`config.mk`:
```
export PLATFORM = sky130hd
export DESIGN_NAME = pms_ctrl
export DESIGN_NICKNAME = d
export VERILOG_FILES = /design/src/rtl/pms_pkg.sv /design/src/rtl/pms_cfg.sv /design/src/rtl/pms_timer.sv /design/src/rtl/pms_ctrl.sv
export SDC_FILE = /design/constraint.sdc
export NUM_CORES = 1
export LEC_CHECK = 0
export BUFFER_PORTS_ARGS = -buffer_cell sky130_fd_sc_hd__buf_4
export CORE_MARGIN = 2
export CORE_UTILIZATION = 59
export DETAILED_ROUTE_END_ITERATION = 12
export PLACE_DENSITY = 0.79
export REMOVE_ABC_BUFFERS = 1
export SYNTH_ARGS = -nofsm -noshare
export SYNTH_HDL_FRONTEND = slang
export SYNTH_HIERARCHICAL = 1
export SYNTH_SLANG_ARGS = --single-unit
```
`constraint.sdc`:
```
create_clock -name clk -period 3.6 [get_ports clk]
set_input_delay 0.18 -clock clk [delete_from_list [all_inputs] [get_ports clk]]
set_output_delay 0.18 -clock clk [all_outputs]
set_load 0.01 [all_outputs]
```
`src/rtl/pms_pkg.sv`:
```
package pms_pkg;
  typedef enum logic [1:0] {
    M_ACT   = 2'd0,
    M_DOZE  = 2'd1,
    M_NAP   = 2'd2,
    M_SLEEP = 2'd3
  } pmode_t;

  typedef enum logic [3:0] {
    S_IDLE, S_EN_CLK, S_EN_ISO, S_EN_SAVE, S_EN_SW,
    S_EX_SW, S_EX_SETTLE, S_EX_REST, S_EX_ISO,
    S_EX_PLL, S_EX_LOCK, S_EX_CLK
  } pstate_t;
endpackage

```
`src/rtl/pms_cfg.sv`:
```
module pms_cfg #(
  parameter int CNT_W      = 16,
  parameter int ADDR_W     = 2,
  parameter int SETTLE_RST = 16,
  parameter int LOCK_RST   = 8
) (
  input  logic              clk,
  input  logic              rst,
  input  logic              wr_en,
  input  logic [ADDR_W-1:0] wr_addr,
  input  logic [CNT_W-1:0]  wr_data,
  input  logic              wake_evt,
  input  logic              consume,
  output logic [CNT_W-1:0]  settle_cnt,
  output logic [CNT_W-1:0]  lock_cnt,
  output logic              pend_valid,
  output logic [1:0]        pend_mode
);
  localparam logic [ADDR_W-1:0] A_MODE   = ADDR_W'(0);
  localparam logic [ADDR_W-1:0] A_SETTLE = ADDR_W'(1);
  localparam logic [ADDR_W-1:0] A_LOCK   = ADDR_W'(2);

  always_ff @(posedge clk) begin
    if (rst) begin
      settle_cnt <= CNT_W'(SETTLE_RST);
      lock_cnt   <= CNT_W'(LOCK_RST);
      pend_valid <= 1'b0;
      pend_mode  <= 2'd0;
    end else begin
      if (consume) pend_valid <= 1'b0;
      if (wr_en && wr_addr == A_MODE) begin
        pend_valid <= 1'b1;
        pend_mode  <= wr_data[1:0];
      end
      // a wake event outranks a software write in the same cycle
      if (wake_evt) begin
        pend_valid <= 1'b1;
        pend_mode  <= 2'd0;
      end
      if (wr_en && wr_addr == A_SETTLE) settle_cnt <= wr_data;
      if (wr_en && wr_addr == A_LOCK)   lock_cnt   <= wr_data;
    end
  end
endmodule

```
`src/rtl/pms_timer.sv`:
```
module pms_timer #(
  parameter int W = 16
) (
  input  logic         clk,
  input  logic         rst,
  input  logic         load,
  input  logic [W-1:0] load_val,
  output logic         done
);
  logic [W-1:0] cnt_q;

  always_ff @(posedge clk) begin
    if (rst)                cnt_q <= '0;
    else if (load)          cnt_q <= load_val;
    else if (cnt_q != '0)   cnt_q <= cnt_q - 1'b1;
  end

  assign done = (cnt_q == '0);
endmodule

```
`src/rtl/pms_ctrl.sv`:
```
module pms_ctrl #(
  parameter int CNT_W      = 16,
  parameter int ADDR_W     = 2,
  parameter int SETTLE_RST = 16,
  parameter int LOCK_RST   = 8
) (
  input  logic              clk,
  input  logic              rst,
  input  logic              wr_en,
  input  logic [ADDR_W-1:0] wr_addr,
  input  logic [CNT_W-1:0]  wr_data,
  input  logic              wake_evt,
  output logic [1:0]        cur_mode,
  output logic              busy,
  output logic              core_clk_en,
  output logic              pll_en,
  output logic              snoop_en,
  output logic              vsel_low,
  output logic              pwr_sw_en,
  output logic              iso_en,
  output logic              ret_save,
  output logic              ret_restore
);
  import pms_pkg::*;

  pstate_t          st_q;
  pmode_t           mode_q, tgt_q, pend_m;
  logic             pend_valid, consume, tmr_load, tmr_done;
  logic [1:0]       pend_raw;
  logic [CNT_W-1:0] settle_cnt, lock_cnt, tmr_val;
  logic             busy_q, clk_q, pll_q, snp_q, vlo_q, sw_q, iso_q, sav_q, rsr_q;

  pms_cfg #(
    .CNT_W(CNT_W), .ADDR_W(ADDR_W), .SETTLE_RST(SETTLE_RST), .LOCK_RST(LOCK_RST)
  ) u_cfg (
    .clk(clk), .rst(rst), .wr_en(wr_en), .wr_addr(wr_addr), .wr_data(wr_data),
    .wake_evt(wake_evt), .consume(consume), .settle_cnt(settle_cnt),
    .lock_cnt(lock_cnt), .pend_valid(pend_valid), .pend_mode(pend_raw)
  );

  always_comb begin
    pend_m   = pmode_t'(pend_raw);
    consume  = (st_q == S_IDLE);
    tmr_load = (st_q == S_EX_SW) || (st_q == S_EX_PLL);
    tmr_val  = (st_q == S_EX_SW) ? settle_cnt : lock_cnt;
  end

  pms_timer #(.W(CNT_W)) u_tmr (
    .clk(clk), .rst(rst), .load(tmr_load), .load_val(tmr_val), .done(tmr_done)
  );

  always_ff @(posedge clk) begin
    if (rst) begin
      st_q   <= S_IDLE;
      mode_q <= M_ACT;
      tgt_q  <= M_ACT;
      busy_q <= 1'b0;
      clk_q  <= 1'b1;
      pll_q  <= 1'b1;
      snp_q  <= 1'b1;
      vlo_q  <= 1'b0;
      sw_q   <= 1'b1;
      iso_q  <= 1'b0;
      sav_q  <= 1'b0;
      rsr_q  <= 1'b0;
    end else begin
      sav_q <= 1'b0;
      rsr_q <= 1'b0;
      case (st_q)
        S_IDLE: begin
          if (pend_valid && pend_m != mode_q) begin
            busy_q <= 1'b1;
            tgt_q  <= pend_m;
            case (mode_q)
              M_ACT:   st_q <= S_EN_CLK;
              M_DOZE:  st_q <= S_EX_CLK;
              M_NAP:   st_q <= S_EX_PLL;
              default: st_q <= S_EX_SW;
            endcase
          end
        end
        S_EN_CLK: begin
          clk_q <= 1'b0;
          if (tgt_q != M_DOZE) begin
            pll_q <= 1'b0;
            snp_q <= 1'b0;
            vlo_q <= 1'b1;
          end
          if (tgt_q == M_SLEEP) begin
            st_q <= S_EN_ISO;
          end else begin
            st_q   <= S_IDLE;
            mode_q <= tgt_q;
            busy_q <= 1'b0;
          end
        end
        S_EN_ISO: begin
          iso_q <= 1'b1;
          st_q  <= S_EN_SAVE;
        end
        S_EN_SAVE: begin
          sav_q <= 1'b1;
          st_q  <= S_EN_SW;
        end
        S_EN_SW: begin
          sw_q   <= 1'b0;
          st_q   <= S_IDLE;
          mode_q <= tgt_q;
          busy_q <= 1'b0;
        end
        S_EX_SW: begin
          sw_q <= 1'b1;
          st_q <= S_EX_SETTLE;
        end
        S_EX_SETTLE: begin
          if (tmr_done) begin
            rsr_q <= 1'b1;
            st_q  <= S_EX_REST;
          end
        end
        S_EX_REST: st_q <= S_EX_ISO;
        S_EX_ISO: begin
          iso_q <= 1'b0;
          st_q  <= S_EX_PLL;
        end
        S_EX_PLL: begin
          vlo_q <= 1'b0;
          pll_q <= 1'b1;
          st_q  <= S_EX_LOCK;
        end
        S_EX_LOCK: begin
          if (tmr_done) st_q <= S_EX_CLK;
        end
        S_EX_CLK: begin
          clk_q  <= 1'b1;
          snp_q  <= 1'b1;
          mode_q <= M_ACT;
          if (tgt_q == M_ACT) begin
            busy_q <= 1'b0;
            st_q   <= S_IDLE;
          end else begin
            st_q <= S_EN_CLK;
          end
        end
        default: st_q <= S_IDLE;
      endcase
    end
  end

  assign cur_mode    = mode_q;
  assign busy        = busy_q;
  assign core_clk_en = clk_q;
  assign pll_en      = pll_q;
  assign snoop_en    = snp_q;
  assign vsel_low    = vlo_q;
  assign pwr_sw_en   = sw_q;
  assign iso_en      = iso_q;
  assign ret_save    = sav_q;
  assign ret_restore = rsr_q;
endmodule

```
==> run summary, run 1 <==
The flow ran to the end, and the final reports show no timing, DRC or antenna violations. Sorting the synthesized cells by how often they occur yields dfxtp_1, nand2b_1, mux2i_1, nand2_1, nor2_1. The total of cells resized after clock tree synthesis came out at 0. The startpoint type of the worst setup path is a register. The most common cell in the synthesized netlist is dfxtp_1.

The floorplan die area came out at 0.00682 mm². The time the final worst path needs with I/O delays and setup is 2.76 ns. The worst slew margin relative to its limit came out at 0.365.

For this run, the top clock speed supported by timing is 362 MHz. In the final routed layout, each cell accounts on average for 14.3 µm. The clock transition time at the flip-flop clock pins of the worst setup and hold paths came out at 0.07 ns. The count of synthesis-stage warnings from yosys came out at 6. The final core utilization is 0.679. The arrival time of data at the critical path endpoint is 3.01 ns.

The logic depth of the worst register-to-register path is 8. Summed over all cells, the static leakage comes to 1.60 nW. For this design, the sink count on the clock tree is 68. The count of max-cap constraint violations came out at 0. The proportion of register bits with asynchronous set or reset after synthesis is 0. For this run, design rule violations remaining after detail routing come to 0. The area of the mapped netlist came out at 0.00365 mm².

The wire length of the first global-routing pass is 12000 µm. The distinct cell type count of the synthesized netlist came out at 66. Wires add up to 7040 µm. The area inside the core boundary came out at 0.00596 mm². The congestion estimate from routability-driven global placement came to 0.817. The total overflow reported by the global router came out at 0.

The number of buffers inserted by port buffering is 32. The number of buffers on the longest clock path came out at 2. The first routing iteration left 155 violations. The share of the synthesized area in the top cell type came out at 0.373. The final total negative setup slack is 0 ns. In this run, synthesis produced a sequential element count of 68. The total count of max-transition violations in the final report is 0. Across all hold checks on the routed design, the worst slack comes to 0.102 ns. The clock tree from TritonCTS is done. Of the cells placed in the final design, the portion with a size suffix greater than 1 is 0.181. In this run the post-CTS setup repair buffer count came out at 0. Setup violations remaining at the end of the flow were counted as 0.

The hold buffer count at CTS came out at 0. The required time of the critical path is 3.85 ns. The chip height is 82.6 µm. The number of fill cells in the layout came out at 507. The number of antenna violations at the first check in global routing is 0. The number of nets in the layout is 439. The tightest min-delay check is of the input pin to register type. The total number of placement rows is 28.

The hold violation count in the final report is 0. The cell count after synthesis is 392. For this design the ratio of total power to cell area is 490 mW/mm². The later pin in the worst-skew pair is clocked with a latency of 0.34 ns. The worst setup path is captured at a register.

The part of the Yosys area used for sequential elements came out at 0.373. The detailed placer's ending HPWL came out at 4840 µm. After detailed routing, the number of vias per cell comes to 5.68. The worst hold path was traced through 2 stages. The largest area contributor in the synthesized netlist is dfxtp_1. On the final layout, the worst clock skew is 0.00498 ns. The via count of the first global-routing pass came out at 2640. The worst supply voltage drop on vdd came out at 0.295 mV. The maximum fanout along the worst path came out at 5.

The count of nets left with antenna violations once routing finished came out at 0. The synthesized design contains 0 enable-type register cells. The transition time at the pin with the least slew margin is 0.944 ns.

Power comes to 1.98 mW. The critical path is of the register to register type. In this run the number of H-tree levels came out at 3. Entering global routing, the biggest net connects 78 pins. The initial utilization of the core area, before any placement, comes to 0.612. Among all flip-flop cells after synthesis, the most frequent one is dfxtp_1. The I/O pin total came out at 33. From left edge to right edge, the die measures 82.6 µm.

The number of buffers inserted during clock tree synthesis is 9. The length of the first detailed-routing pass in iterations is 4. Each instance of the synthesized netlist takes up on average 9.30 µm². The antenna diode count came out at 0. The total routing usage reported by global routing is 0.228. The root buffer cell chosen for the clock tree is clkbuf_8. Setup repair after global routing left no endpoint under its margin. Ranked by total cell area, the synthesized netlist is headed by dfxtp_1, mux2i_1, nand2b_1. The total vias in the final route came out at 2804. In the finished design, the share of the clock period the worst path needs comes to 0.766. The area added between synthesis and finish is 10.9%.
cells by family after synthesis:
logic type / Yosys count / share of synthesized area
and+or+nand+nor: 153 / 0.256
muxes: 53 / 0.152
DFF: 68 / 0.373
xor gates and xnor gates: 12 / 0.0309
AOI/OAI and AO/OA: 69 / 0.129
adders and majority gates: 3 / 0.0103
buffers and inverters: 34 / 0.0487
layer usage:
| metal | part of all wire | vias to the layer above | global-route usage |
|---|---|---|---|
| met1 | 0.49 | 1306 | 0.312 |
| li1 | - | 1429 | - |
| met3 | 0.037 | 12 | 0.0391 |
| met2 | 0.45 | 57 | 0.347 |
| met5 | 0 | - | 0 |
| met4 | 0.020 | 0 | 0.110 |
worst max-delay path, stage by stage, from the launching register on:
cell and delay [ns]:
dfxtp_1 0.33, inv_1 0.08, ha_1 0.19, or3b_2 0.53, or4_4 0.58, nor2_1 0.22
o32ai_1 0.15, a211o_2 0.36, o32ai_2 0.24
where the power goes:
group | total [mW] | internal, mW | switching [mW]
Sequential | 0.881 | 0.817 | 0.0637
Clock | 0.571 | 0.307 | 0.264
Combinational | 0.532 | 0.252 | 0.280
cell type report:
class                   count  area [µm²]  area share
multi-input cells         290        2110       0.521
flip-flops and latches     68        1360       0.337
repair buffers             35         263      0.0650
clock buffers              15         176      0.0436
well taps                  75        93.8      0.0232
inverters                  10        38.8     0.00959
clock inverters             1        5.00     0.00124
layout by cell type (no fill, tap or decap), types with 3 or more instances in the layout:
master	instances
mux2_1	10
a21oi_1	18
xor2_1	3
nor2_1	19
o21ai_1	4
o21ai_0	14
nor3b_1	6
clkbuf_1	3
buf_4	35
clkbuf_8	12
dfxtp_1	68
nand2b_1	52
or3_1	3
nor2b_1	6
a31oi_1	3
inv_1	9
mux2i_1	35
ha_1	3
nand3_1	5
o31ai_1	4
or4_4	3
nand2_1	26
mux2_2	8
nor3_1	9
nor4_1	3
xnor2_1	8
final timing paths:
path,start,endpoint,slack [ns]
worst max-delay path,u_tmr/cnt_q[0],st_q[2],0.84
worst min-delay path,wake_evt,u_cfg/pend_valid,0.10
worst max register to register,u_tmr/cnt_q[0],st_q[2],0.84
worst min register to register,snoop_en,snoop_en,0.45
state kept, by name, summed over array words and instances, names as in the netlist, 2 cells and up:
name	flops
u_cfg/lock_cnt	16
u_cfg/settle_cnt	16
tgt_q	2
u_cfg/pend_mode	2
st_q	4
cur_mode	2
u_tmr/cnt_q	16
stage by stage:
stage	worst slack (ns)	instances	cell area (µm²)
2_1_floorplan	1.04	368	3510
3_3_place_gp	0.941	478	3860
3_5_place_dp	0.878	478	3860
4_1_cts	0.868	494	4050
5_1_grt	0.726	494	4050
6_report	0.841	494	4050
(Power assumes the default switching activity.)
==> run 2, diff against run 1 <==
CORE_UTILIZATION = 54   (was 59)
PLACE_DENSITY = 0.76   (was 0.79)
clock period = 2.47 ns   (was 3.6 ns; I/O delays follow)
==> run summary, run 2 (synthesis results as in run 1) <==
The endpoint type of the worst setup path is a register. The register-to-register setup slack came out at 0.16 ns. The finished cells cover 0.00421 mm². For this run, design rule violations remaining after detail routing come to 0.

The via count of the first global-routing pass is 2784. 33 I/O pins were placed. The switching portion of total power came out at 0.301. The count of buffers added by post-CTS timing repair for setup came out at 0. The CTS sink count came out at 68.

For this design the static power due to leakage is 1.69 nW. Detailed placement finished with a half-perimeter wire length of 5150 µm. Power spread over the standard cell area amounts to 756 mW/mm². In the layout the commonest cells are dfxtp_1, nand2b_1, buf_4.

The post-placement cell area came out at 0.00398 mm². The total routing usage reported by global routing came out at 0.213. The clock tree from TritonCTS is done. The worst hold path belongs to the class input pin to register.

The number of fill cells in the layout is 531. The maximum level of the CTS H-tree came out at 3. The die extent in x came out at 86.2 µm. The internal power component came out at 2.22 mW. The detailed router placed 2850 vias in this run. The hold violation count in the final report is 0. Counting instances, the worst hold path has a depth of 2. The leading cell type in the layout, fill and taps excluded is dfxtp_1. The later pin in the worst-skew pair is clocked with a latency of 0.34 ns. The antenna diode count is 0. The critical path starts at u_tmr/cnt_q[0]. The violation count after the first detailed-route iteration came out at 143. The worst supply voltage drop on vdd came out at 0.379 mV. The end of the worst register-to-register path is st_q[2]. The final number of setup-violating endpoints is 0. The clock transition time at the flip-flop clock pins of the worst setup and hold paths is 0.08 ns. Along the worst path, the maximum fanout reaches 4.

The transition time at the pin with the least slew margin is 0.807 ns. The wire length after detailed routing is 7380 µm. The number of antenna violations at the first check in global routing is 0. The time the final worst path needs with I/O delays and setup came out at 2.31 ns. The die is 86.2 µm tall.

The final total negative setup slack came out at 0 ns. Entering global routing, the biggest net connects 47 pins. The final critical-path share of the clock period is 0.936. The switching power came out at 958 µW. The core region is 0.00642 mm².

In the final layout, the share of cells above drive strength 1 is 0.217. On the final layout, the worst clock skew is 0.0103 ns. The number of buffers on the longest clock path came out at 2. The count of max-cap constraint violations is 0. Data arrives at the worst endpoint at 2.56 ns. The area added between synthesis and finish is 15.3%. The most critical setup path has its endpoint at st_q[2]. The logic depth of the worst register-to-register path is 8. The share of total power dissipated in the clock network is 0.314. At the end of routability-driven placement, the weighted congestion stood at 0.855. The total overflow reported by the global router is 0.

The largest registers in the layout are u_cfg/lock_cnt: 16 flops, u_cfg/settle_cnt: 16 flops, u_tmr/cnt_q: 16 flops. STA classifies the critical path startpoint as a register. In the final routed layout, each cell accounts on average for 14.4 µm. The initialized floorplan defines 29 standard-cell rows. The number of buffers inserted during clock tree synthesis is 9.

The power after layout came out at 3.18 mW. The run finished with clean final reports. The fraction of power consumed by combinational cells is 0.286.

The number of nets in the layout came out at 454. The clock tree root driver cell is clkbuf_8. The die covers 0.00743 mm². In the routed layout, each cell is associated on average with a via count of 5.58.

The worst register-to-register path begins at u_tmr/cnt_q[0]. The effective utilization at floorplan is 0.568. Setup repair after global routing left no endpoint under its margin. The required time of the critical path came out at 2.72 ns. The remaining antenna violation count after routing came out at 0. The critical path is of the register to register type. Headroom to the max-slew limit came out at 0.462. The number of placed instances with taps included is 495. The number of buffers inserted by port buffering came out at 32. The total count of max-transition violations in the final report came out at 0. The wire length of the first global-routing pass came out at 12600 µm. The finished layout holds 511 standard cells, fillers aside. Static timing analysis puts the maximum clock frequency at 433 MHz. The length of the first detailed-routing pass in iterations came out at 5. The sequential group share of total power came out at 0.400.
run 2: worst max-delay path, cell delays in order (launching register included):
cell,delay (ns)
dfxtp_1,0.32
inv_1,0.07
ha_1,0.16
or3b_4,0.39
or4_4,0.51
nor2_4,0.10
o32ai_1,0.11
a211o_2,0.32
o32ai_2,0.24
run 2: worst min-delay path by stage:
stage,slack [ns],from,end
global placement,0.39,wake_evt,u_cfg/pend_valid
finish,0.05,wake_evt,u_cfg/pend_valid
CTS,0.04,wake_evt,u_cfg/pend_valid
detailed placement,0.41,wake_evt,u_cfg/pend_valid
global route,0.05,wake_evt,u_cfg/pend_valid
floorplan,0.19,rst,iso_en
run 2: cell type report:
| class | instances | area, µm² | area share |
|---|---|---|---|
| Clock inverter | 6 | 88.8 | 0.0211 |
| Sequential cell | 68 | 1360 | 0.324 |
| Multi-Input combinational cell | 290 | 2120 | 0.503 |
| Tap cell | 77 | 96.3 | 0.0229 |
| Inverter | 10 | 38.8 | 0.00922 |
| Clock buffer | 10 | 128 | 0.0303 |
| Timing Repair Buffer | 50 | 375 | 0.0893 |
run 2: per-stage QoR:
| step | utilization | hold slack, ns | setup slack, ns |
|---|---|---|---|
| floorplan | - | 0.193 | -0.0933 |
| global placement | 0.620 | 0.386 | 0.0422 |
| detailed placement | 0.620 | 0.410 | 0.00416 |
| CTS | 0.654 | 0.0447 | 0.000103 |
| global route | 0.655 | 0.0465 | 0.0739 |
| finish | 0.655 | 0.0550 | 0.159 |
run 2: what timing repair did:
item,in CTS,in global routing
hold buffers,0,0
resized for setup,1,2
endpoints found under the setup margin,1,2
pin swaps,0,2
run 2: power by group through the flow:
stage / clock, mW / sequential (mW) / combinational [mW]
3_5_place_dp: 0 / 1.29 / 0.881
5_1_grt: 1.06 / 1.29 / 0.998
2_1_floorplan: 0 / 1.28 / 0.608
3_3_place_gp: 0 / 1.29 / 0.862
6_report: 0.998 / 1.27 / 0.909
4_1_cts: 1.02 / 1.27 / 0.894
run 2: per-layer routing:
metal	GRT usage	up-vias	routed length, µm
met5	0	-	0
met4	0.0554	0	76
met3	0.0571	5	327
met2	0.353	67	3530
met1	0.276	1319	3440
li1	-	1459	-
==> run 3, diff against run 2 <==
PLACE_DENSITY = not set   (was 0.76)
PLACE_DENSITY_LB_ADDON = 0.12   (was not set)
==> run summary, run 3 (synthesis results as in run 1) <==
The run finished with clean final reports. The area inside the core boundary came out at 0.00642 mm². At the end of the flow the core is filled with cells to 0.658. The final layout contains routed wiring with a total length of 7340 µm.

The layout has 558 filler cells. The final number of setup-violating endpoints is 0. In the layout the commonest cells are dfxtp_1, nand2b_1, buf_4.

The later pin in the worst-skew pair is clocked with a latency of 0.34 ns. The register-to-register setup slack came out at 0.11 ns. The number of buffers on the longest clock path came out at 2.

The time the final worst path needs with I/O delays and setup came out at 2.36 ns. Post-CTS timing repair inserted 0 buffers for setup. The post-placement cell area is 0.00398 mm². After routing the design area is 0.00423 mm². The hold buffer count at CTS came out at 0. The worst hold path terminates at u_cfg/pend_valid. For the final routed database, the setup TNS stands at 0 ns. The total number of placement rows came out at 29.

The total vias in the final route is 2882. The number of vias per cell after detailed routing came out at 5.64. The fraction of final layout cells with drive strength greater than 1 came out at 0.221. The post-route clock skew is 0.00521 ns. The design draws 3.23 mW. The effective utilization at floorplan is 0.568. The hold violation count in the final report is 0.

The number of nets in the layout is 454. The final critical-path share of the clock period is 0.956. Relative to the synthesized area, the layout overhead comes to 15.9%.

The leading cell type in the layout, fill and taps excluded is dfxtp_1. The transition time at the pin with the least slew margin came out at 0.815 ns. The area of all sequential standard cells came out at 0.00136 mm².

The number of antenna violations at the first check in global routing came out at 0. The maximum fanout along the worst path is 4. The antenna diode count came out at 0. Measured in cells, the most critical reg-to-reg path has a length of 8. The count of placed standard cells in the final layout, fillers left out came out at 511. The worst slew margin relative to its limit came out at 0.456. The clock tree root driver cell is clkbuf_8. For this run, the detailed router's first-pass iteration total came to 4. The total count of max-transition violations in the final report came out at 0. The clock transition time at the flip-flop clock pins of the worst setup and hold paths came out at 0.07 ns.

The worst setup path is captured at a register. The CTS sink count came out at 68. The floorplan step set the die width to 86.2 µm. Once placement completed, the tool counted placed cells totaling 495. The die covers 0.00743 mm². The count of buffers added on input and output ports is 32. The total routing usage reported by global routing came out at 0.211.

The H-tree was split into 3 levels. Setup slack on the critical path of the routed design comes to 0.109 ns. The pre-CTS setup slack is -0.0385 ns. STA puts the critical path data arrival time at 2.62 ns. The type of the worst min-delay path is input pin to register.

Counting instances, the worst hold path has a depth of 2. The detailed placer's ending HPWL is 5200 µm. The critical path in this run is classified as register to register. The I/O pin total came out at 33. The minimum hold slack came out at 0.0447 ns. The via count of the first global-routing pass is 2662.

Derived from the worst setup path, the maximum achievable clock frequency is 424 MHz. For this run, design rule violations remaining after detail routing come to 0. Setup repair after global routing left no endpoint under its margin. The first routing iteration left 182 violations.

The power density over the cells is 765 mW/mm². The worst register-to-register path ends at st_q[2]. In this run, CTS created clock tree buffers numbering 9.

The detail route stage leaves a number of antenna-violating nets equal to 0. The largest net degree at the start of global routing is 46. The clock tree from TritonCTS is done. The required time of the critical path is 2.73 ns. The largest registers in the layout are u_cfg/lock_cnt: 16 flops, u_cfg/settle_cnt: 16 flops, u_tmr/cnt_q: 16 flops. The final estimated routing congestion in global placement came out at 0.860. The chip height is 86.2 µm. The leakage power total came out at 1.70 nW. The startpoint identified for the worst hold timing path is wake_evt. The startpoint type of the worst setup path is a register. The count of max-cap constraint violations is 0. The area taken by multi-input logic gates is 0.00212 mm². The worst supply voltage drop on vdd is 0.449 mV. The startpoint identified for the worst register-to-register timing path is u_tmr/cnt_q[0].

The routed wirelength normalized by instance count came out at 14.4 µm. The total overflow reported by the global router came out at 0. The wire length of the first global-routing pass came out at 12400 µm.
==> run 3: changes by cell type in the layout (fill, tap and decap cells not counted) <==
cell      previous run  this run
ha_2                 0         1
clkbuf_1             1         0
clkinv_2             2         1
ha_1                 3         2
clkbuf_8             9        11
==> run 3: layer usage <==
layer,vias up,global-route usage,share of wire
met1,1338,0.287,0.48
met2,73,0.330,0.45
met3,8,0.0590,0.056
li1,1463,-,-
met5,-,0,0
met4,0,0.0625,0.010
==> run 3: area by class of cell <==
type / count / share of cell area
repair buffers: 50 / 0.0888
well taps: 77 / 0.0228
inverters: 10 / 0.00918
flip-flops and latches: 68 / 0.322
clock buffers: 11 / 0.0358
clock inverters: 5 / 0.0198
multi-input cells: 290 / 0.501
==> run 3: worst max-delay path, stage by stage, from the launching register on <==
cell and delay, ns:
dfxtp_1 0.32, inv_1 0.07, ha_2 0.19, or3b_4 0.38, or4_4 0.51, nor2_4 0.10, o32ai_1 0.11, a211o_2 0.36
o32ai_2 0.24
==> run 3: worst max path at each step <==
| stage | startpoint | to | depth (start not counted) |
|---|---|---|---|
| floorplan | u_tmr/cnt_q[0] | st_q[2] | 8 |
| global placement | u_tmr/cnt_q[0] | st_q[2] | 8 |
| detailed placement | u_tmr/cnt_q[0] | st_q[2] | 8 |
| CTS | u_tmr/cnt_q[0] | st_q[2] | 8 |
| global route | u_tmr/cnt_q[0] | st_q[2] | 8 |
| finish | u_tmr/cnt_q[0] | st_q[2] | 8 |
==> run 3: report_power, final <==
group          switching (mW)  total, mW  internal (mW)
logic                   0.442      0.906          0.464
clock network           0.428       1.05          0.625
registers              0.0825       1.27           1.19
==> run 3: timing repair <==
action | 4_1_cts | 5_1_grt
endpoints found under the setup margin | 1 | 1
pin swaps | 1 | 3
resized for setup | 1 | 3
